`config.mk`:
```
export PLATFORM = sky130hd
export DESIGN_NAME = usb_ls_rx
export DESIGN_NICKNAME = d
export VERILOG_FILES = /design/src/rtl/usbrx_pkg.sv /design/src/rtl/usbrx_insync.sv /design/src/rtl/usbrx_phase.sv /design/src/rtl/usbrx_deser.sv /design/src/rtl/usb_ls_rx.sv
export SDC_FILE = /design/constraint.sdc
export NUM_CORES = 1
export LEC_CHECK = 0
export ABC_AREA = 1
export BUFFER_PORTS_ARGS = -buffer_cell sky130_fd_sc_hd__buf_2
export CAP_MARGIN = 20
export CORE_UTILIZATION = 60
export CTS_BUF_LIST = sky130_fd_sc_hd__clkbuf_8
export DETAILED_ROUTE_END_ITERATION = 10
export PLACE_DENSITY = 0.81
export SYNTH_ARGS = -nofsm -noshare
export SYNTH_HDL_FRONTEND = slang
export SYNTH_HIERARCHICAL = 1
export SYNTH_SLANG_ARGS = --single-unit
```
`constraint.sdc`:
```
create_clock -name clk -period 2.6 [get_ports clk]
set_input_delay 0.13 -clock clk [delete_from_list [all_inputs] [get_ports clk]]
set_output_delay 0.13 -clock clk [all_outputs]
set_load 0.005 [all_outputs]
```
`src/rtl/usbrx_pkg.sv`:
```
// Shared types for the low-speed USB receiver.
// Line symbols are encoded as {D+, D-}.
package usbrx_pkg;
    localparam int BYTE_W = 8;

    typedef enum logic [1:0] {
        LN_SE0 = 2'b00,
        LN_J   = 2'b01,
        LN_K   = 2'b10,
        LN_SE1 = 2'b11
    } line_t;

    typedef enum logic [1:0] {
        RX_IDLE,
        RX_HUNT,
        RX_DATA,
        RX_DRAIN
    } rx_state_t;
endpackage

```
`src/rtl/usbrx_insync.sv`:
```
// Input synchroniser: passes D+ and D- through STAGES flops each and
// presents them as one line symbol. Assumes the inputs are asynchronous
// to clk. Reset state is the idle J symbol.
module usbrx_insync #(
    parameter int STAGES = 2
) (
    input  logic                clk,
    input  logic                rst_n,
    input  logic                dp_in,
    input  logic                dm_in,
    output usbrx_pkg::line_t    line
);
    logic [STAGES-1:0] dp_sr;
    logic [STAGES-1:0] dm_sr;

    // shift both lines through the synchroniser chain
    always_ff @(posedge clk) begin
        if (!rst_n) begin
            dp_sr <= '0;
            dm_sr <= '1;
        end else begin
            for (int i = STAGES - 1; i > 0; i--) begin
                dp_sr[i] <= dp_sr[i-1];
                dm_sr[i] <= dm_sr[i-1];
            end
            dp_sr[0] <= dp_in;
            dm_sr[0] <= dm_in;
        end
    end

    assign line = usbrx_pkg::line_t'({dp_sr[STAGES-1], dm_sr[STAGES-1]});
endmodule

```
`src/rtl/usbrx_phase.sv`:
```
// Sampling phase tracker: a counter that restarts on every J/K transition
// and raises strobe once per bit time, near the bit centre. It also flags
// a J-to-K transition, which starts the preamble hunt.
// Assumes the line is already synchronised.
module usbrx_phase #(
    parameter int OVERSAMPLE = 8
) (
    input  logic             clk,
    input  logic             rst_n,
    input  usbrx_pkg::line_t line,
    output logic             strobe,
    output logic             k_edge
);
    import usbrx_pkg::*;

    localparam int PW = (OVERSAMPLE > 2) ? $clog2(OVERSAMPLE) : 1;
    localparam logic [PW-1:0] SAMPLE_AT = PW'(OVERSAMPLE / 2 - 1);
    localparam logic [PW-1:0] LAST_PH   = PW'(OVERSAMPLE - 1);

    line_t         line_d;
    logic [PW-1:0] phase;
    logic          now_jk;
    logic          prev_jk;
    logic          toggle;

    // detect a change between the two data levels
    always_comb begin
        now_jk  = (line == LN_J) || (line == LN_K);
        prev_jk = (line_d == LN_J) || (line_d == LN_K);
        toggle  = now_jk && prev_jk && (line != line_d);
    end

    // hold the previous symbol and run the bit-phase counter
    always_ff @(posedge clk) begin
        if (!rst_n) begin
            line_d <= LN_J;
            phase  <= '0;
        end else begin
            line_d <= line;
            if (toggle || phase == LAST_PH) begin
                phase <= '0;
            end else begin
                phase <= phase + 1'b1;
            end
        end
    end

    assign strobe = (phase == SAMPLE_AT);
    assign k_edge = toggle && (line == LN_K);
endmodule

```
`src/rtl/usbrx_deser.sv`:
```
// Bit decoder and byte assembler: NRZI decode against the previous level,
// removal of the bit after STUFF_RUN ones, LSb-first shifting, and the
// end-of-packet test that skips bit position 0. It acts only on step.
// init loads the state left by the final K of the preamble.
module usbrx_deser #(
    parameter int STUFF_RUN = 6
) (
    input  logic                         clk,
    input  logic                         rst_n,
    input  logic                         init,
    input  logic                         step,
    input  logic                         lvl,
    input  logic                         se0,
    output logic                         byte_fire,
    output logic                         end_fire,
    output logic [usbrx_pkg::BYTE_W-1:0] byte_next
);
    import usbrx_pkg::*;

    localparam int RW = $clog2(STUFF_RUN + 1);
    localparam int BW = $clog2(BYTE_W);
    localparam logic [BW-1:0] LAST_BIT = BW'(BYTE_W - 1);
    localparam logic [RW-1:0] RUN_MAX  = RW'(STUFF_RUN);

    logic              prev_lvl;
    logic [BW-1:0]     nbit;
    logic [RW-1:0]     ones;
    logic [BYTE_W-1:0] shreg;
    logic              dec_bit;
    logic              is_stuff;

    // decode the current sample and decide what it means
    always_comb begin
        dec_bit   = (lvl == prev_lvl);
        is_stuff  = (ones == RUN_MAX);
        end_fire  = step && se0 && (nbit != '0);
        byte_fire = step && !end_fire && !is_stuff && (nbit == LAST_BIT);
        byte_next = {dec_bit, shreg[BYTE_W-1:1]};
    end

    // update level reference, run length and shift register
    always_ff @(posedge clk) begin
        if (!rst_n || init) begin
            prev_lvl <= 1'b0;
            nbit     <= '0;
            ones     <= '0;
            shreg    <= '0;
        end else if (step && !end_fire) begin
            prev_lvl <= lvl;
            if (is_stuff) begin
                ones <= '0;
            end else begin
                shreg <= byte_next;
                nbit  <= nbit + 1'b1;
                ones  <= dec_bit ? ones + 1'b1 : '0;
            end
        end
    end
endmodule

```
`src/rtl/usb_ls_rx.sv`:
```
// Low-speed USB packet receiver top. Synchronises D+/D-, hunts the sync
// preamble until two K bits in a row, then delivers decoded bytes with a
// one-cycle write strobe. It flags end of packet, buffer overflow and
// preamble errors. Assumes clk runs at OVERSAMPLE times the bit rate.
module usb_ls_rx #(
    parameter int OVERSAMPLE  = 8,
    parameter int BUF_DEPTH   = 8,
    parameter int SYNC_STAGES = 2,
    localparam int CW = $clog2(BUF_DEPTH + 1)
) (
    input  logic          clk,
    input  logic          rst_n,
    input  logic          usb_dp,
    input  logic          usb_dm,
    output logic          byte_valid,
    output logic [7:0]    byte_data,
    output logic [CW-1:0] byte_count,
    output logic          eop,
    output logic          overflow_err,
    output logic          sync_err
);
    import usbrx_pkg::*;

    localparam logic [CW-1:0] CAP = CW'(BUF_DEPTH);

    line_t        line;
    logic         strobe;
    logic         k_edge;
    rx_state_t    state;
    logic         hunt_j;
    logic         is_j;
    logic         line_bad;
    logic         sync_done;
    logic         step;
    logic         byte_fire;
    logic         end_fire;
    logic [7:0]   byte_next;

    usbrx_insync #(.STAGES(SYNC_STAGES)) u_insync (
        .clk   (clk),
        .rst_n (rst_n),
        .dp_in (usb_dp),
        .dm_in (usb_dm),
        .line  (line)
    );

    usbrx_phase #(.OVERSAMPLE(OVERSAMPLE)) u_phase (
        .clk    (clk),
        .rst_n  (rst_n),
        .line   (line),
        .strobe (strobe),
        .k_edge (k_edge)
    );

    // classify the sample taken during the preamble hunt
    always_comb begin
        is_j      = (line == LN_J);
        line_bad  = (line == LN_SE0) || (line == LN_SE1);
        sync_done = (state == RX_HUNT) && strobe && (line == LN_K) && !hunt_j;
        step      = (state == RX_DATA) && strobe;
    end

    usbrx_deser #(.STUFF_RUN(6)) u_deser (
        .clk       (clk),
        .rst_n     (rst_n),
        .init      (sync_done),
        .step      (step),
        .lvl       (line[0]),
        .se0       (line == LN_SE0),
        .byte_fire (byte_fire),
        .end_fire  (end_fire),
        .byte_next (byte_next)
    );

    // packet state machine and registered outputs
    always_ff @(posedge clk) begin
        if (!rst_n) begin
            state        <= RX_IDLE;
            hunt_j       <= 1'b1;
            byte_valid   <= 1'b0;
            byte_data    <= '0;
            byte_count   <= '0;
            eop          <= 1'b0;
            overflow_err <= 1'b0;
            sync_err     <= 1'b0;
        end else begin
            byte_valid   <= 1'b0;
            eop          <= 1'b0;
            overflow_err <= 1'b0;
            sync_err     <= 1'b0;
            unique case (state)
                RX_IDLE: begin
                    if (k_edge) begin
                        state  <= RX_HUNT;
                        hunt_j <= 1'b1;
                    end
                end
                RX_HUNT: begin
                    if (strobe) begin
                        if (line_bad) begin
                            sync_err <= 1'b1;
                            state    <= RX_IDLE;
                        end else if (sync_done) begin
                            state      <= RX_DATA;
                            byte_count <= '0;
                        end else if (is_j && hunt_j) begin
                            sync_err <= 1'b1;
                            state    <= RX_IDLE;
                        end else begin
                            hunt_j <= is_j;
                        end
                    end
                end
                RX_DATA: begin
                    if (end_fire) begin
                        eop   <= 1'b1;
                        state <= RX_IDLE;
                    end else if (byte_fire) begin
                        if (byte_count == CAP) begin
                            overflow_err <= 1'b1;
                            state        <= RX_DRAIN;
                        end else begin
                            byte_valid <= 1'b1;
                            byte_data  <= byte_next;
                            byte_count <= byte_count + 1'b1;
                        end
                    end
                end
                RX_DRAIN: begin
                    if (line == LN_SE0) begin
                        state <= RX_IDLE;
                    end
                end
                default: state <= RX_IDLE;
            endcase
        end
    end
endmodule

```
-- Word-level counts from Yosys, hierarchy flattened
Index checks and enable logic that the tools add are counted.
- add/subtract/negate cells: 4
- multipliers: 0
- div/mod/pow operators: 0
- $lt $le $gt $ge: 0
- equal/unequal tests: 28
- shifts and indexed selects: 0
- muxes and demuxes: 31
- bitwise gates (word level): 6
- reductions and logical operators: 36
- operator list (operator ; count):
    two-way mux 4 bit ; 6
    two-way mux 2 bit ; 9
    inequality test 2 bit (second input constant) ; 8
    logical AND 1 bit ; 13
    AND reduction 6 bit ; 2
    two-way mux 1 bit ; 11
    == test 2 bit (second input constant) ; 5
    adder 3 x 1 -> 3 bit (second input constant) ; 3
    == test 3 bit (second input constant) ; 3
    case mux 2 bit (4 select lines) ; 1
    case mux 4 bit (2 select lines) ; 1
    AND reduction 7 bit ; 1
    == test 2 x 1 -> 1 bit (second input constant) ; 3
    two-way mux 3 bit ; 2
    inverter 1 bit ; 6
    logical OR 1 bit ; 5
    adder 4 x 1 -> 4 bit (second input constant) ; 1
    == test 4 bit (second input constant) ; 1
    logical NOT 1 bit ; 4
    logical NOT 2 bit ; 2
    inequality test 2 x 1 -> 1 bit (second input constant) ; 2
    inequality test 4 x 2 -> 1 bit (second input constant) ; 1
    AND reduction 2 bit ; 2
    AND reduction 4 bit ; 1
    other kinds (11) ; 12
- register bits after elaboration: 43
- bits in latches: 0
- bits in writable memories: 0
- ROM bits: 0
- bits of input ports: 4
- word-level logic and storage cells: 121
- memories: 0

-- Depth between registers and ports, before layout
- depth in word-level cells: 11
- mapped depth: 16

-- By module
Netlist, hierarchy kept.
- by module, submodules not included (module ; instances ; cells an instance ; area an instance (um2) ; seq. area each (um2)):
    usb_ls_rx ; 1 ; 131 ; 989.7 ; 380.4
    usbrx_deser ; 1 ; 98 ; 716.9 ; 280.3
    usbrx_phase ; 1 ; 39 ; 275.3 ; 100.1
    usbrx_insync ; 1 ; 14 ; 125.1 ; 80.1

-- Worst setup path before layout
Ideal clock, no wire load.
- kind: reg-to-reg
- from: register u_phase.phase[0]
- to: register state[0]
- library setup time: 0.113 ns
- data arrival time: 1.961 ns
- required time: 2.487 ns
- setup slack: 0.526 ns
- cell stages (with the launch flop): 16
- period minus slack after synthesis: 2.074 ns
- cell sequence: dfxtp_1 -> ha_1 -> ha_1 -> inv_1 -> nor2_1 -> nand2_1 -> inv_1 -> nand2_2 -> nand3_2 -> buf_6 -> nor2_1 -> inv_1 -> o21ai_0 -> nand3_2 -> nor2_1 -> nor2_1
- cells in the longest elaborated chain, start to end: 10
- RTL lines (element ; RTL line ; text):
    start, declared ; usbrx_phase.sv:21 ; logic [PW-1:0] phase;
    start signal, assigned ; usbrx_phase.sv:43 ; phase <= phase + 1'b1;
    == test 3 x 2 -> 1 bit * ; usbrx_phase.sv:48 ; assign strobe = (phase == SAMPLE_AT);
    named net strobe ; usb_ls_rx.sv:27 ; logic strobe;
    logical AND 1 bit * ; usb_ls_rx.sv:60 ; step = (state == RX_DATA) && strobe;
    named net step ; usb_ls_rx.sv:34 ; logic step;
    logical AND 1 bit (2 in a row) ; usbrx_deser.sv:36 ; end_fire = step && se0 && (nbit != '0);
    logical NOT 1 bit ; usbrx_deser.sv:37 ; byte_fire = step && !end_fire && !is_stuff && (nbit == LAST_BIT);
    logical AND 1 bit * (3 in a row) ; usbrx_deser.sv:37 ;
    named net byte_fire ; usb_ls_rx.sv:35 ; logic byte_fire;
    inequality test 3 bit (no source line) * ; n/a ;
    AND reduction 6 bit (no source line) * ; n/a ;
    end signal, assigned ; usb_ls_rx.sv:78 ; state <= RX_IDLE;
    end signal, assigned ; usb_ls_rx.sv:94 ; state <= RX_HUNT;
    end signal, assigned ; usb_ls_rx.sv:102 ; state <= RX_IDLE;
    end, declared ; usb_ls_rx.sv:29 ; rx_state_t state;
Mark *: on every way through the listed nets, which the timed path passes. The rest lies on a longest branch. The select of a mux whose other input is x is not followed.
A chain may end at the register's enable or synchronous reset.

-- Worst setup path after layout
Ends and elaborated chain as after synthesis.

==> results.sh <==
export IMPL_io_buffers=19
export IMPL_ir_drop_v=0.000451
export IMPL_p_seq_frac=0.511
export IMPL_cellPowerDensity_mw_per_mm2=603
export IMPL_clockPowerShare=0.306
export IMPL_grt_max_degree=24
export IMPL_slew_viol_final=0
export IMPL_ant_nets=0
export IMPL_worstSetupEndpointType="register"
export IMPL_run_status="completed"
export IMPL_synthArstFlopShare=0
export IMPL_ys_warn_count=6
export IMPL_clk_pin_slew_worst_paths_ps=80
export IMPL_p_sw_w=0.000432
export IMPL_setup_viol=0
export IMPL_synth_edf_count=0
export IMPL_grt_overflow=0
export IMPL_drt_initial_drc_count=118
export IMPL_max_slew_margin_rel=0.646
export IMPL_die_area_mm2=0.00375
export IMPL_layout_setup_ws_ps=458
export IMPL_gp_congestion=0.825
export IMPL_die_h_um=61.3
export IMPL_area_growth_pct=9.03
export IMPL_clockBufferDepth=2
export IMPL_grt_antenna_before_repair=0
export IMPL_hold_viol=0
export IMPL_drc=0
export IMPL_cts_sinks=42
export IMPL_ioPinCount=20
export IMPL_drive_above_1_share=0.195
export IMPL_postCtsSetupBuffers=0
export IMPL_syn_inst=282
export IMPL_nNetsFinal=319
export IMPL_timing_reg2reg_setup_slack_ps=460
export IMPL_crit_path_start_kind="register"
export IMPL_place_inst=339
export IMPL_netlist_area_mm2=0.00211
export IMPL_required_ps=2830
export IMPL_wl_per_cell_um=10.6
export IMPL_timing_final_crit_share=0.824
export IMPL_dr_pass1_iters=4
export IMPL_utilization=0.683
export IMPL_cts_root_buf="clkbuf_8"
export IMPL_dp_hpwl_um=2630
export IMPL_cts_tree="built"
export IMPL_grt_pass1_wl_um=5640
export IMPL_p_int_w=0.000952
export IMPL_hold_class="in2reg"
export IMPL_fillers=312
export IMPL_path_max_fanout=4
export IMPL_rows=21
export IMPL_vias_per_cell=4.87
export IMPL_final_seq_area_um2=841
export IMPL_vias=1694
export IMPL_fmax_mhz=467
export IMPL_crit_arrival_ps=2370
export IMPL_leakage_nw=1.07
export IMPL_grt_usage=0.208
export IMPL_multi_input_area_mm2=0.00103
export IMPL_worstMarginPinSlew_ps=527
export IMPL_htreeDepth=2
export IMPL_finalClockSkew_ps=8.28
export IMPL_fin_crit_ps=2140
export IMPL_ys_ff_latch=42
export IMPL_wl_um=3690
export IMPL_preCtsSetupSlack_ps=501
export IMPL_syn_nets=300
export IMPL_initial_core_util=0.626
export IMPL_rsz0062_at_grt="false"
export IMPL_fin_setup_tns_ps=0
export IMPL_netSwitchingFraction=0.312
export IMPL_synth_area_per_cell_um2=7.47
export IMPL_cts_inserted_buffers=5
export IMPL_ys_types=29
export IMPL_total_power_w=0.00138
export IMPL_drv_cap=0
export IMPL_pwr_share_comb=0.183
export IMPL_clk_latency_ps=290
export IMPL_synth_top_flop_cell="dfxtp_1"
export IMPL_ctsResizeCount=0
export IMPL_coreArea_mm2=0.00336
export IMPL_seq_area_frac_synth=0.399
export IMPL_antenna_cells=0
export IMPL_worst_setup_path_type="reg2reg"
export IMPL_dieWidth_um=61.3
export IMPL_grt_pass1_vias=1348
export IMPL_fin_cells=348
[repair_timing]
item | 4_1_cts | 5_1_grt
hold buffers | 0 | 1
hold endpoints to repair | 0 | 1
endpoints found under the setup margin | 0 | 0
[cell type report]
type / count / area share
Timing Repair Buffer: 21 / 0.0490
Tap cell: 46 / 0.0251
Inverter: 44 / 0.0724
Clock buffer: 5 / 0.0300
Multi-Input combinational cell: 187 / 0.447
Sequential cell: 42 / 0.366
Clock inverter: 3 / 0.0103
[critical path, cell delays in order, from the launching register on]
cell     delay, ps
dfxtp_1        320
ha_1           210
ha_1           230
inv_1          100
nor2_1          90
nand2_1         80
inv_1           50
nand2_2         70
nand3_2         70
nor2_1         220
inv_1           80
o21ai_0        210
nand3_2        130
nand2_1         80
nand2_1         50
nor2_1          90
[metal layers]
| metal | vias to the layer above | global-route usage | wire [µm] | part of all wire |
|---|---|---|---|---|
| met2 | 32 | 0.340 | 1800 | 0.49 |
| li1 | 906 | - | - | - |
| met3 | 6 | 0.0609 | 126 | 0.034 |
| met5 | - | 0 | 0 | 0 |
| met4 | 0 | 0.0812 | 45 | 0.012 |
| met1 | 750 | 0.258 | 1720 | 0.47 |
[flip-flops by register name (all words and copies together), names as in the netlist]
name / count
eop: 1
u_deser/prev_lvl: 1
hunt_j: 1
byte_data: 8
overflow_err: 1
state: 2
sync_err: 1
u_phase/line_d: 2
u_deser/nbit: 3
byte_count: 4
u_insync/dp_sr: 2
u_deser/ones: 3
byte_valid: 1
u_insync/dm_sr: 2
u_phase/phase: 3
u_deser/shreg: 7
[placed cells by master (no fill, tap or decap), types with 2 or more instances in the layout]
cell type	Yosys	routed
buf_2	1	19
nand2_1	54	54
nor2_4	2	2
nand2_2	5	5
o21ai_2	4	4
nand2_4	3	3
nor2_1	48	48
a21oi_2	3	3
inv_1	39	39
a21oi_1	16	16
inv_2	4	4
o21ai_1	4	4
nand3_2	4	4
o21ai_0	3	3
clkbuf_8	0	5
ha_1	14	14
dfxtp_1	42	42
nand3_1	18	18
clkinvlp_4	0	2
or2_2	2	2
[power groups by stage]
stage / clock [W] / combinational, W / sequential, W
3_5_place_dp: 0 / 0.000251 / 0.000722
3_3_place_gp: 0 / 0.000246 / 0.000721
5_1_grt: 0.000472 / 0.000287 / 0.000712
2_1_floorplan: 0 / 0.000217 / 0.000712
4_1_cts: 0.000436 / 0.000254 / 0.000707
6_report: 0.000424 / 0.000254 / 0.000707
[stage by stage]
step	area (µm²)	hold WS, ps
floorplan	2110	199
global placement	2190	301
detailed placement	2190	313
CTS	2290	3.35
global route	2300	11.0
finish	2300	21.9
[path summary, 6_finish.rpt]
path                                      from                            to  cells after the start
setup reg to reg   u_phase/phase[0]$_SDFF_PP0_         state[0]$_SDFFE_PN0P_                     15
setup / recovery   u_phase/phase[0]$_SDFF_PP0_         state[0]$_SDFFE_PN0P_                     15
hold / removal                          usb_dp  u_insync/dp_sr[0]$_SDFF_PN0_                      3
hold reg to reg   u_insync/dm_sr[0]$_SDFF_PN1_  u_insync/dm_sr[1]$_SDFF_PN1_                      2
[synth_stat cells, types with 4 or more instances]
master,number,area (µm²)
nand2_1,54,203
nor2_1,48,180
dfxtp_1,42,841
inv_1,39,146
nand3_1,18,90.1
a21oi_1,16,80.1
ha_1,14,175
nand2_2,5,31.3
buf_4,4,30.0
inv_2,4,15.0
nand3_2,4,40.0
o21ai_1,4,20.0
o21ai_2,4,35.0
[kinds of logic after synthesis]
| group | after synthesis | synth area share |
|---|---|---|
| buffers and inverters | 53 | 0.113 |
| flip-flops | 42 | 0.399 |
| AND/OR/NAND/NOR | 141 | 0.311 |
| adder cells (fa/ha/maj) | 14 | 0.0831 |
| AO/OA/AOI/OAI | 31 | 0.0891 |
| XOR/XNOR | 1 | 0.00416 |
(Power assumes the default switching activity.)
